### src/rtl/csa_pkg.sv
package csa_pkg;
  typedef struct packed {
    logic capture;
  } csa_strobe_t;

  function automatic int carryOffset(input int width, input int lvl);
    return 2 * width - ((2 * width) >> lvl);
  endfunction
endpackage

### src/rtl/csa_merge.sv
module csa_merge #(
  parameter int HALF = 1
) (
  input  logic [HALF-1:0]   loSumZ,
  input  logic [HALF-1:0]   loSumO,
  input  logic              loCarZ,
  input  logic              loCarO,
  input  logic [HALF-1:0]   hiSumZ,
  input  logic [HALF-1:0]   hiSumO,
  input  logic              hiCarZ,
  input  logic              hiCarO,
  output logic [2*HALF-1:0] mSumZ,
  output logic [2*HALF-1:0] mSumO,
  output logic              mCarZ,
  output logic              mCarO
);
  // Lower half passes through; its carry picks the upper hypothesis.
  always_comb begin
    mSumZ = {(loCarZ ? hiSumO : hiSumZ), loSumZ};
    mCarZ = loCarZ ? hiCarO : hiCarZ;
    mSumO = {(loCarO ? hiSumO : hiSumZ), loSumO};
    mCarO = loCarO ? hiCarO : hiCarZ;
  end
endmodule

### src/rtl/csa_ctrl.sv
module csa_ctrl
  import csa_pkg::*;
(
  input  logic        clk,
  input  logic        rstN,
  output csa_strobe_t strobe
);
  logic armed;

  always_ff @(posedge clk or negedge rstN) begin
    if (!rstN) armed <= 1'b0;
    else       armed <= 1'b1;
  end

  always_comb strobe.capture = armed;
endmodule

### src/rtl/csa_datapath.sv
module csa_datapath
  import csa_pkg::*;
#(
  parameter int WIDTH        = 16,
  parameter bit REGISTER_OUT = 1'b1
) (
  input  logic             clk,
  input  logic             rstN,
  input  csa_strobe_t      strobe,
  input  logic [WIDTH-1:0] opA,
  input  logic [WIDTH-1:0] opB,
  input  logic             carryIn,
  output logic [WIDTH-1:0] sumOut,
  output logic             carryOut
);
  localparam int LEVELS = $clog2(WIDTH);
  localparam int NCARRY = 2 * WIDTH - 1;

  wire [LEVELS:0][WIDTH-1:0] sumZ;
  wire [LEVELS:0][WIDTH-1:0] sumO;
  wire [NCARRY-1:0]          carZ;
  wire [NCARRY-1:0]          carO;

  // Level 0: per-bit results for carry-in 0 and carry-in 1.
  for (genvar i = 0; i < WIDTH; i++) begin : g_cell
    assign sumZ[0][i] = opA[i] ^ opB[i];
    assign sumO[0][i] = ~(opA[i] ^ opB[i]);
    assign carZ[i]    = opA[i] & opB[i];
    assign carO[i]    = opA[i] | opB[i];
  end

  // Merge levels with doubling group width.
  for (genvar l = 1; l <= LEVELS; l++) begin : g_lvl
    localparam int GW   = 1 << l;
    localparam int HW   = GW / 2;
    localparam int NG   = WIDTH >> l;
    localparam int PREV = carryOffset(WIDTH, l - 1);
    localparam int CURR = carryOffset(WIDTH, l);
    for (genvar g = 0; g < NG; g++) begin : g_grp
      csa_merge #(.HALF(HW)) u_merge (
        .loSumZ (sumZ[l-1][g*GW +: HW]),
        .loSumO (sumO[l-1][g*GW +: HW]),
        .loCarZ (carZ[PREV + 2*g]),
        .loCarO (carO[PREV + 2*g]),
        .hiSumZ (sumZ[l-1][g*GW+HW +: HW]),
        .hiSumO (sumO[l-1][g*GW+HW +: HW]),
        .hiCarZ (carZ[PREV + 2*g + 1]),
        .hiCarO (carO[PREV + 2*g + 1]),
        .mSumZ  (sumZ[l][g*GW +: GW]),
        .mSumO  (sumO[l][g*GW +: GW]),
        .mCarZ  (carZ[CURR + g]),
        .mCarO  (carO[CURR + g])
      );
    end
  end

  // Final choice by the external carry-in.
  logic [WIDTH-1:0] sumNext;
  logic             carNext;
  always_comb begin
    sumNext = carryIn ? sumO[LEVELS] : sumZ[LEVELS];
    carNext = carryIn ? carO[NCARRY-1] : carZ[NCARRY-1];
  end

  if (REGISTER_OUT) begin : g_reg
    always_ff @(posedge clk or negedge rstN) begin
      if (!rstN) begin
        sumOut   <= '0;
        carryOut <= 1'b0;
      end else if (strobe.capture) begin
        sumOut   <= sumNext;
        carryOut <= carNext;
      end
    end
  end else begin : g_comb
    always_comb begin
      sumOut   = sumNext;
      carryOut = carNext;
    end
  end
endmodule

### src/rtl/cond_sum_adder.sv
module cond_sum_adder
  import csa_pkg::*;
#(
  parameter int WIDTH        = 16,
  parameter bit REGISTER_OUT = 1'b1
) (
  input  logic             clk,
  input  logic             rstN,
  input  logic [WIDTH-1:0] opA,
  input  logic [WIDTH-1:0] opB,
  input  logic             carryIn,
  output logic [WIDTH-1:0] sumOut,
  output logic             carryOut
);
  csa_strobe_t strobe;

  csa_ctrl u_ctrl (
    .clk    (clk),
    .rstN   (rstN),
    .strobe (strobe)
  );

  csa_datapath #(.WIDTH(WIDTH), .REGISTER_OUT(REGISTER_OUT)) u_dp (
    .clk      (clk),
    .rstN     (rstN),
    .strobe   (strobe),
    .opA      (opA),
    .opB      (opB),
    .carryIn  (carryIn),
    .sumOut   (sumOut),
    .carryOut (carryOut)
  );
endmodule

### config.mk
export PLATFORM = sky130hd
export DESIGN_NAME = cond_sum_adder
export DESIGN_NICKNAME = d
export VERILOG_FILES = /design/src/rtl/csa_pkg.sv /design/src/rtl/csa_merge.sv /design/src/rtl/csa_ctrl.sv /design/src/rtl/csa_datapath.sv /design/src/rtl/cond_sum_adder.sv
export SDC_FILE = /design/constraint.sdc
export NUM_CORES = 1
export LEC_CHECK = 0
export CAP_MARGIN = 20
export CORE_ASPECT_RATIO = 1.5
export CORE_MARGIN = 1.5
export CORE_UTILIZATION = 45
export CTS_CLUSTER_DIAMETER = 50
export DETAILED_ROUTE_END_ITERATION = 16
export HOLD_SLACK_MARGIN = 0.06
export PLACE_DENSITY_LB_ADDON = 0.2
export SLEW_MARGIN = 20
export SYNTH_ARGS = -nofsm -noshare
export SYNTH_HDL_FRONTEND = slang
export SYNTH_SLANG_ARGS = --single-unit
### constraint.sdc
create_clock -name clk -period 1.5 [get_ports clk]
set_input_delay 0.375 -clock clk [delete_from_list [all_inputs] [get_ports clk]]
set_output_delay 0.375 -clock clk [all_outputs]
set_load 0.02 [all_outputs]
* Yosys cells after proc, flatten, opt, wreduce, memory -nomap -nowiden
Cells that the tools add are included.
Cells by class: muxes and demuxes 62, bitwise operators 64
Operators by type and width (number):
- 2-to-1 mux 1 bit | 47
- AND 1 bit | 16
- 2-to-1 mux 16 bit | 1
- 2-to-1 mux 2 bit | 8
- 2-to-1 mux 4 bit | 4
- 2-to-1 mux 8 bit | 2
- inverter 1 bit | 16
- bitwise OR 1 bit | 16
- bitwise XOR 1 bit | 16
Word-level totals: bits in registers 18, output and inout bits 17, logic and storage cells 129

* Depth between registers and ports, before layout
word-level depth 7, gate-level depth with buffers 11, depth with buffers taken out 11

* By module
Synthesis repeated with hierarchy kept, for this count alone.
Second synthesis, totals: cell total of the unflattened synthesis 332, area, all modules 3093.0 µm²
Modules (own cells, without submodules):
- csa_datapath | instances 1, cells an instance 170, area each 1435.1 µm²
- csa_merge (u_dp.g_lvl[1].g_grp[0].u_merge ...) | instances 8, cells an instance 6, area each 60.1 µm²
- csa_merge (u_dp.g_lvl[4].g_grp[0].u_merge) | instances 1, cells an instance 36, area each 412.9 µm²
- csa_merge (u_dp.g_lvl[2].g_grp[0].u_merge ...) | instances 4, cells an instance 10, area each 97.6 µm²
- csa_merge (u_dp.g_lvl[3].g_grp[0].u_merge ...) | instances 2, cells an instance 18, area each 172.7 µm²
- csa_ctrl | instances 1, cells an instance 2, area each 28.8 µm²

* Worst setup path before layout
Ideal clock, no wire load.
path kind input -> register, from in opA[2], to reg u_dp.sumOut[14], data arrival time 2.554 ns, slack -1.136 ns, stages on the path 10, cells stage by stage ha_1 -> or3_1 -> a211oi_2 -> or2_4 -> o21ai_2 -> o211a_2 -> or3_4 -> and3_4 -> or3_1 -> a31oi_1
Between the ends: longest elaborated chain between the ends 6, elaborated cells on any way between the ends 11, classes of those cells 9 x mux; 2 x bitwise
Ends and longest elaborated chain:
- start: declaration | RTL line cond_sum_adder.sv:9 | input logic [WIDTH-1:0] opA,
- AND 1 bit / bitwise OR 1 bit (equally long branches) | RTL line csa_datapath.sv:28, csa_datapath.sv:29
- 2-to-1 mux 1 bit, on equally long branches (3 in a row) | RTL line csa_merge.sv:20, csa_merge.sv:22
- 2-to-1 mux 8 bit, on equally long branches | RTL line csa_merge.sv:19, csa_merge.sv:21
- 2-to-1 mux 16 bit * | RTL line csa_datapath.sv:61 | sumNext = carryIn ? sumO[LEVELS] : sumZ[LEVELS];
- end signal: assignment | RTL line csa_datapath.sv:71 | sumOut <= sumNext;
- end: declaration | RTL line csa_datapath.sv:13 | output logic [WIDTH-1:0] sumOut,
Every way passes the cells marked *; elsewhere a longest branch is shown, timed or not. A chain may end at the register's enable or synchronous reset.

* Final worst setup path
from in opA[3], to reg u_dp.sumOut[11]
The elaborated chain is that of the path after synthesis.

==> results.md <==
- Post-route ant nets: 0
- Synthesis Warnings: 0
- Post-synthesis compound-gate area fraction: between 10% and 20%
- Setup-failing EPs final: 15
- Seq pwr share: between 20% and 30%
- Reg area: ~450 µm²
- Largest net degree at the start of global routing: 34
- Highest-delay cell along the critical path: or3b_4
- Die Ht: 84.3 µm
- Part of the Yosys area used for sequential elements: 22.7%
- Clock skew: about 0.0033 ns
- PwrDens: 747 mW/mm²
- Share of cells above drive strength 1: 45.7%
- Failing checks: setup timing
- First DRT Iteration DRCs: 77
- Core area: roughly 0.0042 mm²
- Syn-to-layout area delta: 74.7%
- Rows: 29
- Clock Latency Late Sink: 0.27 ns
- Ys flop type: dfrtp_1
- Syn Area/Cell: between 8 and 9 µm²
- WL per Instance: roughly 17 µm
- Placed cell count: 359
- Die ar.: 0.00482 mm²
- Final Hold Viols: 0
- Dpl ws: -1.76 ns
- Period utilization: 174%
- Clock root buffer: clkbuf_8
- Fmax: between 0.3 and 0.4 GHz
- Final Max Tran Viols: 0
- Detailed Route WL: 6470 µm
- Switching Power: ~0.001 W
- DRC violations left: 0
- Status: finished, violations left
- Multi-input gate area: 0.00186 mm²
- Via/cell ratio: approximately 5.6
- Synthesized-area fraction occupied by adder cells: about a fifth
- Htree depth: 1
- Placement-stage cell area: approximately 0.0028 mm²
- Mux contribution to synthesized area: 3.92%
- Simple-gate share of the synthesized area: a little under a quarter
- Relative slew slack: approximately two thirds
- CTS tree: built
- RSZ-0062 raised after global routing: true
- Max_cap viols: 0
- CP most frequent cell: buf_4
- Initial Util: a little under half
- Final worst slack: -1.11 ns
- Ys async rst share: 100%
- Synth top cells by count: inv_1 (33), ha_1 (32), nor2_1 (19)
- LEAKAGE: ~1.6 nW
- Max IR drop VDD: ~740 µV
- Worst hold-check path type: in -> async
- CP Max Fanout: 4
- Clock Path Buffers: 2
- Iteration count of the initial detailed-routing pass: 4
- First-pass GRT wire length: ~9200 µm
- CTS sink cnt: 18
- Clock share of power: 16.7%
- Synth area leaders: dfrtp_1 (23%), ha_1 (20%), inv_1 (6.3%)
- Critical path class: in -> reg
- Proportion of netlist area held by the largest area contributor: between 20% and 30%
- Synth unique cells: 56
- RD Place Congestion: around 0.86
- Setup crit end kind: register
- Period minus WS final: 2.61 ns
- Setup TNS: -11.39 ns
- Final Util: between 80% and 90%
- # diodes: 0
- Overall routing resource usage: 23.6%
- CP cell instances: buf_8 > inv_1 > ha_4 > or3b_4 > a2bb2oi_4 > or2_4 > buf_4 > buf_4 > nor2_4 > o311ai_1 > buf_4 > o21ai_4 > o31ai_4 > buf_4 > nand4_1 > nand4b_1
- Post-Synth XOR/XNOR Area: between 5 and 6%
- Total grt overflow: 0
- Total clock buffers created by CTS: 3
- EDFF count, synth: 0
- Cell taking the most area after synthesis: dfrtp_1
- Die width: 57.2 µm
- Synth Net Count: just over 300
- Post-CTS Hold Fix Bufs: 0
- Clock transition at path regs: roughly 0.08 ns
- Post-DP HPWL: 3680 µm
- Largest family of logic cells by synthesized area: simple AND/OR/NAND/NOR gates
- Switching share of power: 38.5%
- Ports: 52
- Fin area: ~0.0035 mm²
- Mapped Cells: 235
- Vias: approximately 2100
- Port Buf Inserts: 51
- Fillcell total: between 200 and 300
- Cell-internal power: about 0.0016 W
- Data arrival, critical path: around 2.8 ns
- Finished Layout Cells: between 300 and 400
- Post-Syn Area: between 0.0015 and 0.002 mm²
- Antenna violations before repair: 0
- Max stage delay on crit path: ~0.39 ns
- Vias in the first global route: ~2200
- Post-synthesis register bit count: 18
- Worst-margin pin slew: 0.523 ns
- Critical path data required time: between 1.5 and 2 ns
- Logic gate share of total power: between 50% and 60%
- Dominant cell by count in the synthesized netlist: inv_1
- CP startpoint kind: input pin
- Final #Nets: 405
[what timing repair did]
item | in CTS | in global routing
cloned | 0 | 0
endpoints found under the setup margin | 33 | 15
pin swaps | 42 | 23
setup buffers | 15 | 6
gates resized for setup | 162 | 37
[power by group through the flow]
| stage | clock, W | sequential [W] | combinational [W] |
|---|---|---|---|
| 2_1_floorplan | 0 | 0.000827 | 0.000522 |
| 3_3_place_gp | 0 | 0.000683 | 0.00122 |
| 3_5_place_dp | 0 | 0.000683 | 0.00124 |
| 4_1_cts | 0.000411 | 0.000671 | 0.00135 |
| 5_1_grt | 0.000445 | 0.000688 | 0.00158 |
| 6_report | 0.000432 | 0.000670 | 0.00148 |
[critical path: cells and delay by family]
kind	cells	cell delay, ns
buf+inv	6	0.80
simple gates	5	0.80
fa+ha+maj	1	0.16
compound gates	4	0.67
[metal layers]
metal,vias to the layer above,part of all wire (%),track usage [%]
li1,1003,-,-
met1,1034,37,25.0
met2,70,55,46.2
met3,22,3.8,2.31
met4,0,3.8,8.46
met5,-,0,0
[state kept, by name (all words and copies together) (netlist names)]
signal         cells
u_ctrl.strobe      1
u_dp.carryOut      1
u_dp.sumOut       16
[area by class of cell]
type	instances	area share, %
clock buffer	4	1.59
sequential	18	13.0
multi-input combinational	180	53.9
tap	46	1.66
inverter	33	3.72
timing repair buffer	102	26.1
[per-stage QoR]
step | power [W] | hold WS [ns]
after floorplan | 0.00135 | 0.0794
after global placement | 0.00191 | 0.489
after detailed placement | 0.00193 | 0.495
after CTS | 0.00244 | 0.453
after global routing | 0.00271 | 0.467
final | 0.00259 | 0.438
[cells by family (layout without fill, tap and decap cells)]
logic type,Yosys count,after routing
AO/OA/AOI/OAI,45,45
XOR/XNOR,13,13
adder cells (fa/ha/maj),32,32
buffers and inverters,37,139
flip-flops,18,18
multiplexers,7,7
other,1,1
AND/OR/NAND/NOR,82,82
[path summary, 6_finish.rpt]
kind | start | endpoint | slack [ns] | cells after the start
min in group clk | u_dp.sumOut[15] | u_dp.sumOut[15] | 0.50 | 2
max in group asynchronous | rstN | u_dp.sumOut[12] | 0.85 | 2
worst max register to register | u_ctrl.strobe | u_dp.sumOut[11] | 0.40 | 4
worst min-delay path | rstN | u_ctrl.strobe | 0.44 | 2
worst max-delay path | opA[3] | u_dp.sumOut[11] | -1.11 | 16
worst min register to register | u_dp.sumOut[15] | u_dp.sumOut[15] | 0.50 | 2
[placed cells by master (no fill, tap or decap), drive strengths merged, types with 5 or more instances in the layout]
| cell type | count |
|---|---|
| xnor2 | 10 |
| o21ai | 8 |
| inv | 33 |
| nor2 | 19 |
| and2 | 5 |
| buf | 64 |
| nand2b | 5 |
| nand3b | 7 |
| clkdlybuf4s50 | 13 |
| nor2b | 8 |
| nand3 | 9 |
| a21oi | 12 |
| nand2 | 8 |
| dlygate4sd2 | 23 |
| dfrtp | 18 |
| mux2 | 6 |
| ha | 32 |
Note: power is estimated with default switching activity, not from simulation.
